$ cat config.mk
export PLATFORM = sky130hd
export DESIGN_NAME = spi_flag_ctrl
export DESIGN_NICKNAME = d
export VERILOG_FILES = /design/src/rtl/spi_flag_pkg.sv /design/src/rtl/spi_clk_gen.sv /design/src/rtl/spi_edge_sync.sv /design/src/rtl/spi_shifter.sv /design/src/rtl/spi_status.sv /design/src/rtl/spi_flag_ctrl.sv
export SDC_FILE = /design/constraint.sdc
export NUM_CORES = 1
export LEC_CHECK = 0
export BUFFER_PORTS_ARGS = -buffer_cell sky130_fd_sc_hd__buf_2
export CELL_PAD_IN_SITES_DETAIL_PLACEMENT = 1
export CELL_PAD_IN_SITES_GLOBAL_PLACEMENT = 1
export CORE_MARGIN = 3
export CORE_UTILIZATION = 45
export CTS_CLUSTER_DIAMETER = 80
export DETAILED_ROUTE_END_ITERATION = 10
export GPL_TIMING_DRIVEN = 0
export PLACE_DENSITY = 0.87
export SYNTH_ARGS = -nofsm -noshare
export SYNTH_HDL_FRONTEND = slang
export SYNTH_HIERARCHICAL = 1
export SYNTH_SLANG_ARGS = --single-unit
$ cat constraint.sdc
create_clock -name clk -period 3.83 [get_ports clk]
set_clock_uncertainty 0.15 [all_clocks]
set_input_delay 0.1915 -clock clk [delete_from_list [all_inputs] [get_ports clk]]
set_output_delay 0.1915 -clock clk [all_outputs]
set_load 0.02 [all_outputs]
$ cat src/rtl/spi_flag_pkg.sv
package spi_flag_pkg;
  localparam logic [1:0] SEL_CTRL = 2'd0;
  localparam logic [1:0] SEL_STAT = 2'd1;
  localparam logic [1:0] SEL_DATA = 2'd2;

  localparam int CB_IE     = 7;
  localparam int CB_EN     = 6;
  localparam int CB_MASTER = 4;
  localparam int CB_RATE   = 0;

  typedef struct packed {
    logic ie;
    logic en;
    logic master;
    logic slow;
  } ctrl_t;
endpackage

$ cat src/rtl/spi_clk_gen.sv
module spi_clk_gen #(
  parameter int DIV_FAST = 2,
  parameter int DIV_SLOW = 16
) (
  input  logic clk,
  input  logic rst,
  input  logic run,
  input  logic slow,
  output logic sck,
  output logic rise,
  output logic fall
);
  localparam int HALF_FAST = DIV_FAST / 2;
  localparam int HALF_SLOW = DIV_SLOW / 2;
  localparam int CW = $clog2(HALF_SLOW + 1);

  logic [CW-1:0] cnt_q;
  logic          sck_q;
  logic          tick;

  assign tick = run && (cnt_q == (slow ? CW'(HALF_SLOW - 1) : CW'(HALF_FAST - 1)));
  assign rise = tick & ~sck_q;
  assign fall = tick & sck_q;
  assign sck  = sck_q;

  always_ff @(posedge clk) begin
    if (rst || !run) begin
      cnt_q <= '0;
      sck_q <= 1'b0;
    end else if (tick) begin
      cnt_q <= '0;
      sck_q <= ~sck_q;
    end else begin
      cnt_q <= cnt_q + 1'b1;
    end
  end
endmodule

$ cat src/rtl/spi_edge_sync.sv
module spi_edge_sync #(
  parameter int STAGES = 2
) (
  input  logic clk,
  input  logic rst,
  input  logic sck_in,
  output logic rise,
  output logic fall
);
  logic [STAGES-1:0] chain_q;
  logic              prev_q;

  generate
    if (STAGES == 1) begin : g_single
      always_ff @(posedge clk) begin
        if (rst) chain_q <= '0;
        else     chain_q <= sck_in;
      end
    end else begin : g_multi
      always_ff @(posedge clk) begin
        if (rst) chain_q <= '0;
        else     chain_q <= {chain_q[STAGES-2:0], sck_in};
      end
    end
  endgenerate

  always_ff @(posedge clk) begin
    if (rst) prev_q <= 1'b0;
    else     prev_q <= chain_q[STAGES-1];
  end

  assign rise = chain_q[STAGES-1] & ~prev_q;
  assign fall = ~chain_q[STAGES-1] & prev_q;
endmodule

$ cat src/rtl/spi_shifter.sv
module spi_shifter #(
  parameter int W = 8
) (
  input  logic         clk,
  input  logic         rst,
  input  logic         load,
  input  logic [W-1:0] load_val,
  input  logic         rise,
  input  logic         fall,
  input  logic         freeze,
  input  logic         sdi,
  output logic         sdo,
  output logic [W-1:0] shift_val,
  output logic         done,
  output logic         mid
);
  localparam int BW = $clog2(W);
  localparam logic [BW-1:0] LAST = BW'(W - 1);

  logic [W-1:0]  sr_q;
  logic [BW-1:0] bits_q;
  logic          sdo_q;
  logic          step_in;
  logic          step_out;

  assign step_in  = rise & ~freeze;
  assign step_out = fall & ~freeze;
  assign done     = step_in && (bits_q == LAST);
  assign mid      = (bits_q != '0);
  assign sdo      = sdo_q;
  assign shift_val = sr_q;

  always_ff @(posedge clk) begin
    if (rst) begin
      sr_q   <= '0;
      bits_q <= '0;
      sdo_q  <= 1'b0;
    end else if (load) begin
      sr_q   <= load_val;
      bits_q <= '0;
      sdo_q  <= load_val[W-1];
    end else begin
      if (step_in) begin
        sr_q   <= {sr_q[W-2:0], sdi};
        bits_q <= done ? '0 : bits_q + 1'b1;
      end
      if (step_out) sdo_q <= sr_q[W-1];
    end
  end
endmodule

$ cat src/rtl/spi_status.sv
module spi_status (
  input  logic clk,
  input  logic rst,
  input  logic stat_rd,
  input  logic data_acc,
  input  logic done,
  input  logic in_prog,
  output logic flag,
  output logic coll,
  output logic arm,
  output logic finish
);
  logic flag_q, coll_q, arm_q;
  logic blocked, collide;

  assign blocked = flag_q & ~arm_q;
  assign finish  = data_acc & flag_q & arm_q;
  assign collide = data_acc & ~blocked & in_prog;

  always_ff @(posedge clk) begin
    if (rst) begin
      flag_q <= 1'b0;
      coll_q <= 1'b0;
      arm_q  <= 1'b0;
    end else begin
      if (done)        flag_q <= 1'b1;
      else if (finish) flag_q <= 1'b0;

      if (collide)     coll_q <= 1'b1;
      else if (finish) coll_q <= 1'b0;

      if (finish)                arm_q <= 1'b0;
      else if (stat_rd & flag_q) arm_q <= 1'b1;
    end
  end

  assign flag = flag_q;
  assign coll = coll_q;
  assign arm  = arm_q;
endmodule

$ cat src/rtl/spi_flag_ctrl.sv
module spi_flag_ctrl
  import spi_flag_pkg::*;
#(
  parameter int DATA_W      = 8,
  parameter int DIV_FAST    = 2,
  parameter int DIV_SLOW    = 16,
  parameter int SYNC_STAGES = 2
) (
  input  logic              clk,
  input  logic              rst,
  input  logic [1:0]        reg_sel,
  input  logic              reg_rd,
  input  logic              reg_wr,
  input  logic [DATA_W-1:0] reg_wdata,
  output logic [DATA_W-1:0] reg_rdata,
  output logic              sck_o,
  output logic              sck_oe,
  input  logic              sck_i,
  input  logic              sdi,
  output logic              sdo,
  output logic              irq
);
  localparam int PAD_W = DATA_W - 2;

  ctrl_t             ctrl_q;
  logic              m_busy_q;
  logic [DATA_W-1:0] rdata_q;
  logic [DATA_W-1:0] shift_q;
  logic              m_rise, m_fall, s_rise, s_fall;
  logic              rise_sel, fall_sel;
  logic              xfer_done, s_mid;
  logic              flag_q, coll_q, arm_q, finish;
  logic              data_acc, stat_rd, in_prog, acc_ok, do_load, start;
  logic              slow_sel;

  assign slow_sel = ctrl_q.slow;
  assign data_acc = (reg_rd | reg_wr) & (reg_sel == SEL_DATA);
  assign stat_rd  = reg_rd & (reg_sel == SEL_STAT);
  assign in_prog  = ctrl_q.master ? m_busy_q : s_mid;
  assign acc_ok   = data_acc & ~(flag_q & ~arm_q) & ~in_prog;
  assign do_load  = acc_ok & reg_wr;
  assign start    = do_load & ctrl_q.master & ctrl_q.en;
  assign rise_sel = ctrl_q.master ? m_rise : (ctrl_q.en & s_rise);
  assign fall_sel = ctrl_q.master ? m_fall : (ctrl_q.en & s_fall);

  spi_clk_gen #(.DIV_FAST(DIV_FAST), .DIV_SLOW(DIV_SLOW)) u_clk (
    .clk(clk), .rst(rst), .run(m_busy_q), .slow(slow_sel),
    .sck(sck_o), .rise(m_rise), .fall(m_fall)
  );

  spi_edge_sync #(.STAGES(SYNC_STAGES)) u_sync (
    .clk(clk), .rst(rst), .sck_in(sck_i), .rise(s_rise), .fall(s_fall)
  );

  spi_shifter #(.W(DATA_W)) u_shift (
    .clk(clk), .rst(rst), .load(do_load), .load_val(reg_wdata),
    .rise(rise_sel), .fall(fall_sel), .freeze(flag_q), .sdi(sdi),
    .sdo(sdo), .shift_val(shift_q), .done(xfer_done), .mid(s_mid)
  );

  spi_status u_stat (
    .clk(clk), .rst(rst), .stat_rd(stat_rd), .data_acc(data_acc),
    .done(xfer_done), .in_prog(in_prog),
    .flag(flag_q), .coll(coll_q), .arm(arm_q), .finish(finish)
  );

  // master transfer runs from the starting write to the last sampling edge
  always_ff @(posedge clk) begin
    if (rst)            m_busy_q <= 1'b0;
    else if (start)     m_busy_q <= 1'b1;
    else if (xfer_done) m_busy_q <= 1'b0;
  end

  always_ff @(posedge clk) begin
    if (rst) begin
      ctrl_q <= '0;
    end else if (reg_wr && reg_sel == SEL_CTRL) begin
      ctrl_q.ie     <= reg_wdata[CB_IE];
      ctrl_q.en     <= reg_wdata[CB_EN];
      ctrl_q.master <= reg_wdata[CB_MASTER];
      ctrl_q.slow   <= reg_wdata[CB_RATE];
    end
  end

  always_ff @(posedge clk) begin
    if (rst) begin
      rdata_q <= '0;
    end else if (reg_rd) begin
      rdata_q <= '0;
      case (reg_sel)
        SEL_CTRL: begin
          rdata_q[CB_IE]     <= ctrl_q.ie;
          rdata_q[CB_EN]     <= ctrl_q.en;
          rdata_q[CB_MASTER] <= ctrl_q.master;
          rdata_q[CB_RATE]   <= ctrl_q.slow;
        end
        SEL_STAT: rdata_q <= {flag_q, coll_q, {PAD_W{1'b0}}};
        SEL_DATA: rdata_q <= acc_ok ? shift_q : '0;
        default:  rdata_q <= '0;
      endcase
    end
  end

  assign reg_rdata = rdata_q;
  assign sck_oe    = ctrl_q.master & ctrl_q.en;
  assign irq       = flag_q & ctrl_q.ie;
endmodule

==> flow_summary.ini, run 1 <==
[power]
p_comb_share_pct = 10.0
power_uw = 703
power_leakage_uw = 0.000803
power_density_nw_per_um2 = 345
switching_share_pct = 24.5
ir_worst_vdd_mv = 0.207
clkPwrFrac_pct = 34.1
p_seq_share_pct = 55.8
switching_power_uw = 173
internal_power_uw = 531

[global_route]
met1_usage_pct = 25.7
grt_usage_pct = 20.0
grt_pass1_wl_um = 6820
grt_pass1_vias = 1440
grt_max_degree = 14
top_usage_layer = met2
grt-ovfl-total = 0
antenna_found_initial = 0
met2_usage_pct = 31.7
gr-usage-met3_pct = 5.35

[clock_network]
numClockSinks = 36
cts-root-buf = clkbuf_8
cts.path.max_buffers = 2
post-cts-setup-buffers = 0
htree_levels = 2
path_clk_slew_ns = 0.07
cts_tree = done
numCtsBuffers = 5
cts_resized = 0
insertion_delay_ns = 0.29

[min_path]
worstHoldEndpoint = ctrl_q[1]
hold_start = reg_wdata[4]
hold_path_depth = 3
hp-class = in -> reg

[timing]
relSlewSlack_pct = 59.3
maxSlewViolCount = 0
rsz0062_at_grt = false
hold_ws_ns = 0.0313
fin_ws_ns = 1.09
period_share_pct = 71.4
tns_ns = 0
fin_crit_ns = 2.74
hold_viol_final = 0
tightest_slew_ns = 0.610
finalSetupViolCount = 0
max_clock_freq_mhz = 366

[floorplan]
core_area_um2 = 3740
die-area_um2 = 4730
rows = 22
start_util_pct = 47.4
top_level_ports = 28
dieWidth_um = 68.8
fp.dieH_um = 68.8

[placed_design]
place.gp.congestion = 0.687
dpl.hpwl_um = 3180
dp_slack_ns = 1.11
portBuffers = 25

[worst_setup_path]
path_max_fanout = 10
timing.rr.start = u_shift/bits_q[0]
r2r-end = u_shift/shift_val[0]
reg2reg_depth = 10
start_kind = register
reg2reg_slack_ns = 1.09
critPathCaptureType = register
critPathKind = reg -> reg
crit_arrival_ns = 2.78
crit_required_ns = 3.87

[yosys]
syn-cell-area_um2 = 1780
synth-edff-count = 0
syn-num-nets = 211
netlist.area_leader.share_pct = 40.6
synth.distinct_cells = 38
synth-async-reset-ratio_pct = 0
synth-seq-cells = 36
avgSynthCellArea_um2 = 9.30
ys.flop_type = dfxtp_1
yosysTopAreaCell = dfxtp_1
syn_inst = 191
synth_area_leaders = dfxtp_1 41%, a2111oi_2 6.8%, nor2_1 5.3%, mux2i_1 5.1%, nor2b_1 4.6%
ys.warnings.count = 6
ys_seq_area_share_pct = 40.6

[route]
routed_wl_um = 4190
routedWlPerCell_um = 15.5
vias = 1471
drcViolationCount = 0
routed_via_density = 5.45
drtIter0Drc = 75
ant_nets = 0
dr.pass1.iters = 4

[final_layout]
antennaDiodeCount = 0
drive_gt1_share_pct = 24.8
fillCellCount = 465
area_growth_pct = 14.9
nets = 244

[status]
status = completed

[flow_run]
cap_violations = 0
-- cell families after synthesis --
group	count (synthesis)	synth area share, %
flip-flops	36	40.6
XOR/XNOR	2	0.987
AND/OR/NAND/NOR	87	26.1
AO/OA/AOI/OAI	33	17.9
buffers and inverters	18	4.86
adder cells (fa/ha/maj)	4	2.82
multiplexers	11	6.77
-- worst max-delay path, stage by stage (launching register included) --
cell and delay (ns):
dfxtp_1 0.33, inv_1 0.06, ha_1 0.14, nand2b_1 0.07, mux2_4 0.30, a2111oi_4 0.61
and2_1 0.27, buf_2 0.22, buf_4 0.20, nor3b_1 0.07, a2111oi_2 0.19
-- worst max-delay path by stage --
stage	from	endpoint	slack, ns
after CTS	u_shift/bits_q[0]	u_shift/shift_val[0]	1.09
after global placement	u_shift/bits_q[0]	u_shift/shift_val[0]	1.14
final	u_shift/bits_q[0]	u_shift/shift_val[0]	1.09
after floorplan	u_clk/cnt_q[0]	m_busy_q	1.48
after detailed placement	u_shift/bits_q[0]	u_shift/shift_val[0]	1.11
after global routing	u_shift/bits_q[0]	u_shift/shift_val[0]	0.88
-- cell usage after synthesis, types with 2 or more instances --
library cell	instances
buf_4	2
a2111oi_2	8
nor3b_1	2
a311oi_1	2
and2_1	5
o311a_1	2
a22o_1	2
dfxtp_1	36
mux2i_1	9
nand2b_1	9
nand3_1	5
nor2b_1	13
nand2_1	7
a21oi_1	9
mux2_4	2
inv_1	7
buf_2	3
clkbuf_1	5
ha_1	4
o21ai_0	4
nor3_1	13
and2_2	2
nor2_1	25
-- through the flow --
step / instance area, um2 / utilization [%] / instances
after floorplan: 1780 / - / 191
after global placement: 1960 / 52.4 / 264
after detailed placement: 1960 / 52.4 / 264
after CTS: 2040 / 54.5 / 270
after global routing: 2040 / 54.5 / 270
final: 2040 / 54.5 / 270
-- final cells by class --
cell class / instances / area, um2 / area share, %
buffer: 11 / 60.1 / 2.94
clock buffer: 5 / 68.8 / 3.37
multi-input combinational: 137 / 968 / 47.5
sequential: 36 / 721 / 35.3
inverter: 7 / 26.3 / 1.29
timing repair buffer: 26 / 135 / 6.63
tap: 48 / 60.1 / 2.94
-- power by group through the flow --
stage / Clock (uW) / Sequential, uW / Combinational, uW
6_report: 240 / 393 / 70.6
5_1_grt: 267 / 394 / 78.1
4_1_cts: 247 / 393 / 71.4
3_5_place_dp: 0 / 401 / 70.0
3_3_place_gp: 0 / 401 / 67.2
2_1_floorplan: 0 / 402 / 43.4
-- registers in the layout, summed over array words and instances (netlist names), 2 cells and up --
signal and count:
ctrl_q 3, reg_rdata 8, u_clk/cnt_q 4, u_shift/bits_q 3, u_shift/shift_val 8, u_sync/chain_q 2
-- cell usage in the layout (no fill, tap or decap), drive strengths merged, types with 2 or more instances in the layout --
cell	instances
mux2i	9
a22o	2
dfxtp	36
mux2	2
inv	7
buf	31
nor3b	2
nor3	14
clkbuf	10
and2	7
a21oi	10
nand2	7
ha	4
nor2	25
a2111oi	9
a311oi	2
nor2b	14
o21ai	4
nand3	5
nand2b	9
o311a	2
-- repair_timing --
action	CTS	global route
endpoints found under the setup margin	0	0
endpoints found under the hold margin	1	0
hold buffers	1	0
-- routing by layer --
| metal | up-vias | share of wire, % |
|---|---|---|
| li1 | 732 | - |
| met1 | 711 | 47 |
| met2 | 21 | 48 |
| met3 | 7 | 3.3 |
| met4 | 0 | 1.4 |
| met5 | - | 0 |
(Power assumes the default switching activity.)
==> run 2: changes to the inputs <==
--- a/config.mk
+++ b/config.mk
@@ -9,11 +9,11 @@
 export CELL_PAD_IN_SITES_DETAIL_PLACEMENT = 1
 export CELL_PAD_IN_SITES_GLOBAL_PLACEMENT = 1
 export CORE_MARGIN = 3
-export CORE_UTILIZATION = 45
+export CORE_UTILIZATION = 42
 export CTS_CLUSTER_DIAMETER = 80
 export DETAILED_ROUTE_END_ITERATION = 10
 export GPL_TIMING_DRIVEN = 0
-export PLACE_DENSITY = 0.87
+export PLACE_DENSITY = 0.83
 export SYNTH_ARGS = -nofsm -noshare
 export SYNTH_HDL_FRONTEND = slang
 export SYNTH_HIERARCHICAL = 1
==> constraint.sdc (replaced) <==
create_clock -name clk -period 2.75 [get_ports clk]
set_clock_uncertainty 0.15 [all_clocks]
set_input_delay 0.1375 -clock clk [delete_from_list [all_inputs] [get_ports clk]]
set_output_delay 0.1375 -clock clk [all_outputs]
set_load 0.02 [all_outputs]
==> run 2 against run 1 <==
Compared with the run above:
- utilization fell by 0.63 points
- critical path depth shrank 1
- register-to-register slack worse by 0.96 ns
- combinational power up 49%
- worst hold slack lost 0.012 ns
- via count up 1.7%
- die area up 6.5%
- first-iteration DRC count is 9.3% higher
- clock-buffer cell count unchanged
- maximum frequency up 4.6%
- largest cell class unchanged
==> flow_summary.ini, run 2 (same netlist as run 1, synthesis figures left out) <==
[worst_setup_path]
reg2reg_depth = 9
critPathKind = reg -> reg
reg2reg_slack_ns = 0.13
r2r-end = m_busy_q
timing.rr.start = u_clk/cnt_q[0]
path_max_fanout = 10
critPathCaptureType = register
crit_required_ns = 2.78
crit_arrival_ns = 2.64
start_kind = register

[timing]
maxSlewViolCount = 0
finalSetupViolCount = 0
fin_crit_ns = 2.62
rsz0062_at_grt = false
hold_ws_ns = 0.0190
relSlewSlack_pct = 70.5
tns_ns = 0
max_clock_freq_mhz = 382
period_share_pct = 95.1
hold_viol_final = 0
tightest_slew_ns = 0.441

[clock_network]
numClockSinks = 36
path_clk_slew_ns = 0.08
cts.path.max_buffers = 2
insertion_delay_ns = 0.29
cts_tree = done
numCtsBuffers = 5
cts-root-buf = clkbuf_8
htree_levels = 2

[min_path]
hold_path_depth = 3
hold_start = reg_wdata[4]
worstHoldEndpoint = ctrl_q[1]
hp-class = in -> reg

[placed_design]
postPlaceCellArea_um2 = 1960
dp_cells = 266
dpl.hpwl_um = 3160
portBuffers = 25
place.gp.congestion = 0.793

[global_route]
antenna_found_initial = 0
grt_pass1_wl_um = 7880
grt_usage_pct = 20.0
grt_max_degree = 14
grt-ovfl-total = 0
grt_pass1_vias = 1587

[route]
drtIter0Drc = 82
drcViolationCount = 0
routedWlPerCell_um = 17.0
routed_via_density = 5.36
routed_wl_um = 4740
ant_nets = 0
dr.pass1.iters = 4
vias = 1496

[final_layout]
nets = 248
design_area_um2 = 2170
drive_gt1_share_pct = 25.8
area_growth_pct = 22.2
finalNonFillerCells = 279
multiInputGateArea_um2 = 968
antennaDiodeCount = 0
final_common_cell = dfxtp_1
fillCellCount = 486
fin_util_pct = 53.9
layout_common_cells = 36 x dfxtp_1, 28 x buf_2, 25 x nor2_1
regArea_um2 = 721

[status]
status = completed

[floorplan]
fp.dieH_um = 71.0
dieWidth_um = 71.0
core_area_um2 = 4030
rows = 23
die-area_um2 = 5040
top_level_ports = 28
start_util_pct = 44.1

[power]
power_density_nw_per_um2 = 602
ir_worst_vdd_mv = 0.300
power_leakage_uw = 0.000863

[flow_run]
cap_violations = 0
## run 2: worst max-delay path, cell delays in order, from the launching register on
cell	delay, ns
dfxtp_1	0.36
or4_4	0.56
a21oi_4	0.25
and2_2	0.18
a22o_1	0.13
nor2b_2	0.17
buf_4	0.23
and2_1	0.20
nor2_1	0.06
a32o_1	0.21
## run 2: how the worst max path moves through the flow
stage | from | end | slack, ns
6_report | u_clk/cnt_q[0] | m_busy_q | 0.13
5_1_grt | u_clk/cnt_q[0] | m_busy_q | 0.01
4_1_cts | u_clk/cnt_q[0] | m_busy_q | 0.11
3_5_place_dp | u_shift/bits_q[1] | u_shift/shift_val[0] | 0.02
3_3_place_gp | u_shift/bits_q[0] | u_shift/shift_val[0] | 0.04
2_1_floorplan | u_clk/cnt_q[0] | m_busy_q | 0.40
## run 2: report_power, final
part | switching (uW) | internal, uW
clock | 200 | 454
sequential | 12.7 | 535
combinational | 60.3 | 44.6
## run 2: layout make-up
type / instances / area share [%]
clock inverter: 3 / 4.15
sequential: 36 / 33.2
buffer: 11 / 2.77
clock buffer: 5 / 3.17
tap: 50 / 2.88
multi-input combinational: 137 / 44.6
inverter: 7 / 1.21
timing repair buffer: 30 / 7.96
## run 2: what timing repair did
item	in CTS	in global routing
pin swaps	1	1
hold buffers	4	0
setup endpoints to repair	2	1
gates resized for setup	0	0
hold endpoints to repair	5	0
setup buffers	1	0
## run 2: layer usage
metal | global-route usage [%] | vias up | share of wire (%)
met1 | 26.7 | 718 | 46
met4 | 6.47 | 0 | 1.2
met5 | 0 | - | 0
met3 | 4.26 | 7 | 3.8
li1 | - | 743 | -
met2 | 32.1 | 28 | 49
## run 2: metrics by stage
step | setup WS [ns] | total power [uW]
floorplan | 0.404 | 620
global placement | 0.0368 | 652
detailed placement | 0.0176 | 656
CTS | 0.105 | 1320
global route | 0.0111 | 1350
finish | 0.134 | 1310
==> run 3: changes to the inputs <==
--- a/config.mk
+++ b/config.mk
@@ -13,7 +13,7 @@
 export CTS_CLUSTER_DIAMETER = 80
 export DETAILED_ROUTE_END_ITERATION = 10
 export GPL_TIMING_DRIVEN = 0
-export PLACE_DENSITY = 0.83
+export PLACE_DENSITY_LB_ADDON = 0.15
 export SYNTH_ARGS = -nofsm -noshare
 export SYNTH_HDL_FRONTEND = slang
 export SYNTH_HIERARCHICAL = 1
==> run 3 against run 2 <==
Compared with the run above:
- flip-flop and latch count unchanged
- register-to-register slack gained 0.10 ns
- critical endpoint is now u_shift/shift_val[0]
- combinational power about the same
- via count is 0.94% higher
- wire length is 5.3% lower
- non-clock buffer count rose by 3
- clock-buffer cell count unchanged
- cell count is 1.1% higher
- largest cell class unchanged
- power down 14%
- global-route usage down 0.91 points
- die area is the same
- maximum frequency is 4.2% higher
==> flow_summary.ini, run 3 (same netlist as run 1, synthesis figures left out) <==
[final_layout]
final_common_cell = dfxtp_1
drive_gt1_share_pct = 26.3
antennaDiodeCount = 0
fin_util_pct = 53.3
layout_common_cells = 36 x dfxtp_1, 28 x buf_2, 25 x nor2_1
area_growth_pct = 20.9
finalNonFillerCells = 282
nets = 251

[worst_setup_path]
timing.rr.start = u_shift/bits_q[0]
start_kind = register
path_max_fanout = 10
crit_arrival_ns = 2.54
reg2reg_depth = 10
r2r-end = u_shift/shift_val[0]
reg2reg_slack_ns = 0.24
crit_required_ns = 2.78
critPathKind = reg -> reg
critPathCaptureType = register

[timing]
maxSlewViolCount = 0
hold_ws_ns = 0.0359
period_share_pct = 91.3
tns_ns = 0
max_clock_freq_mhz = 398
finalSetupViolCount = 0
hold_viol_final = 0
relSlewSlack_pct = 70.3
tightest_slew_ns = 0.445
rsz0062_at_grt = false
fin_crit_ns = 2.51

[power]
switching_share_pct = 24.5
power_density_nw_per_um2 = 523
p_comb_share_pct = 9.3
p_seq_share_pct = 48.6
ir_worst_vdd_mv = 0.359
clkPwrFrac_pct = 42.1
internal_power_uw = 849
switching_power_uw = 275
power_leakage_uw = 0.000854

[global_route]
grt_max_degree = 14
grt-ovfl-total = 0
antenna_found_initial = 0
grt_usage_pct = 19.1
grt_pass1_wl_um = 7600
grt_pass1_vias = 1627

[route]
routed_via_density = 5.35
vias = 1510
drtIter0Drc = 60
drcViolationCount = 0
dr.pass1.iters = 3
ant_nets = 0
routedWlPerCell_um = 15.9
routed_wl_um = 4480

[placed_design]
dpl.hpwl_um = 3240
place.gp.congestion = 0.772
portBuffers = 25
dp_cells = 266

[clock_network]
path_clk_slew_ns = 0.07
cts-root-buf = clkbuf_8
htree_levels = 2
insertion_delay_ns = 0.29
cts_resized = 0
numClockSinks = 36
cts_tree = done
cts.path.max_buffers = 2
numCtsBuffers = 5

[floorplan]
start_util_pct = 44.1
die-area_um2 = 5040
top_level_ports = 28
core_area_um2 = 4030
rows = 23
dieWidth_um = 71.0
fp.dieH_um = 71.0

[status]
status = completed

[flow_run]
cap_violations = 0

[min_path]
hp-class = in -> reg
hold_path_depth = 3
hold_start = reg_wdata[2]
worstHoldEndpoint = u_shift/shift_val[2]
-- run 3: changes by cell type in the layout (fill, tap and decap cells not counted) --
cell | previous run | this run
buf_4 | 3 | 5
bufinv_16 | 3 | 1
clkinv_2 | 0 | 1
clkinvlp_4 | 0 | 1
dlygate4sd3_1 | 4 | 5
-- run 3: worst max-delay path, stage by stage, from the launching register on --
cell and delay (ns):
dfxtp_1 0.34, inv_1 0.07, ha_1 0.14, nand2b_1 0.06, mux2_4 0.31, a2111oi_4 0.38, and2_1 0.23, buf_2 0.23
buf_4 0.21, nor3b_1 0.07, a2111oi_2 0.21
-- run 3: power by group through the flow --
stage | clock (uW) | sequential [uW] | combinational [uW]
detailed placement | 0 | 559 | 96.7
global route | 500 | 548 | 116
finish | 473 | 547 | 104
CTS | 481 | 547 | 104
global placement | 0 | 558 | 92.0
floorplan | 0 | 560 | 60.4
-- run 3: area by class of cell --
class | count | area [um2]
buffer | 11 | 60.1
sequential | 36 | 721
inverter | 7 | 26.3
multi-input combinational | 137 | 968
clock buffer | 5 | 68.8
timing repair buffer | 33 | 198
tap | 50 | 62.6
clock inverter | 3 | 42.5
fill | 496 | 1880
-- run 3: through the flow --
stage	total power (uW)	worst slack [ns]	instance area [um2]
finish	1120	0.239	2150
global route	1160	0.00597	2150
CTS	1130	0.0215	2120
detailed placement	656	0.0137	1960
global placement	650	0.0908	1960
floorplan	620	0.404	1780
-- run 3: how the worst max path moves through the flow --
stage,startpoint,to,slack (ns),cells past startpoint
floorplan,u_clk/cnt_q[0],m_busy_q,0.40,9
global placement,u_shift/bits_q[0],u_shift/shift_val[0],0.09,10
detailed placement,u_shift/bits_q[0],u_shift/shift_val[0],0.01,10
CTS,u_shift/bits_q[0],u_shift/shift_val[0],0.02,10
global route,u_shift/bits_q[0],u_shift/shift_val[0],0.006,10
finish,u_shift/bits_q[0],u_shift/shift_val[0],0.24,10
-- run 3: repair_timing --
| item | CTS | global route |
|---|---|---|
| endpoints found under the setup margin | 1 | 10 |
| hold endpoints to repair | 6 | 0 |
| hold buffers | 5 | 0 |
| buffers inserted | 0 | 3 |
| pin swaps | 1 | 2 |
-- run 3: per-layer routing --
metal	vias to the layer above	part of all wire (%)	GRT usage, %
met3	11	3.5	3.69
met1	725	47	24.1
met5	-	0	0
li1	746	-	-
met4	0	1.9	7.31
met2	28	48	32.0
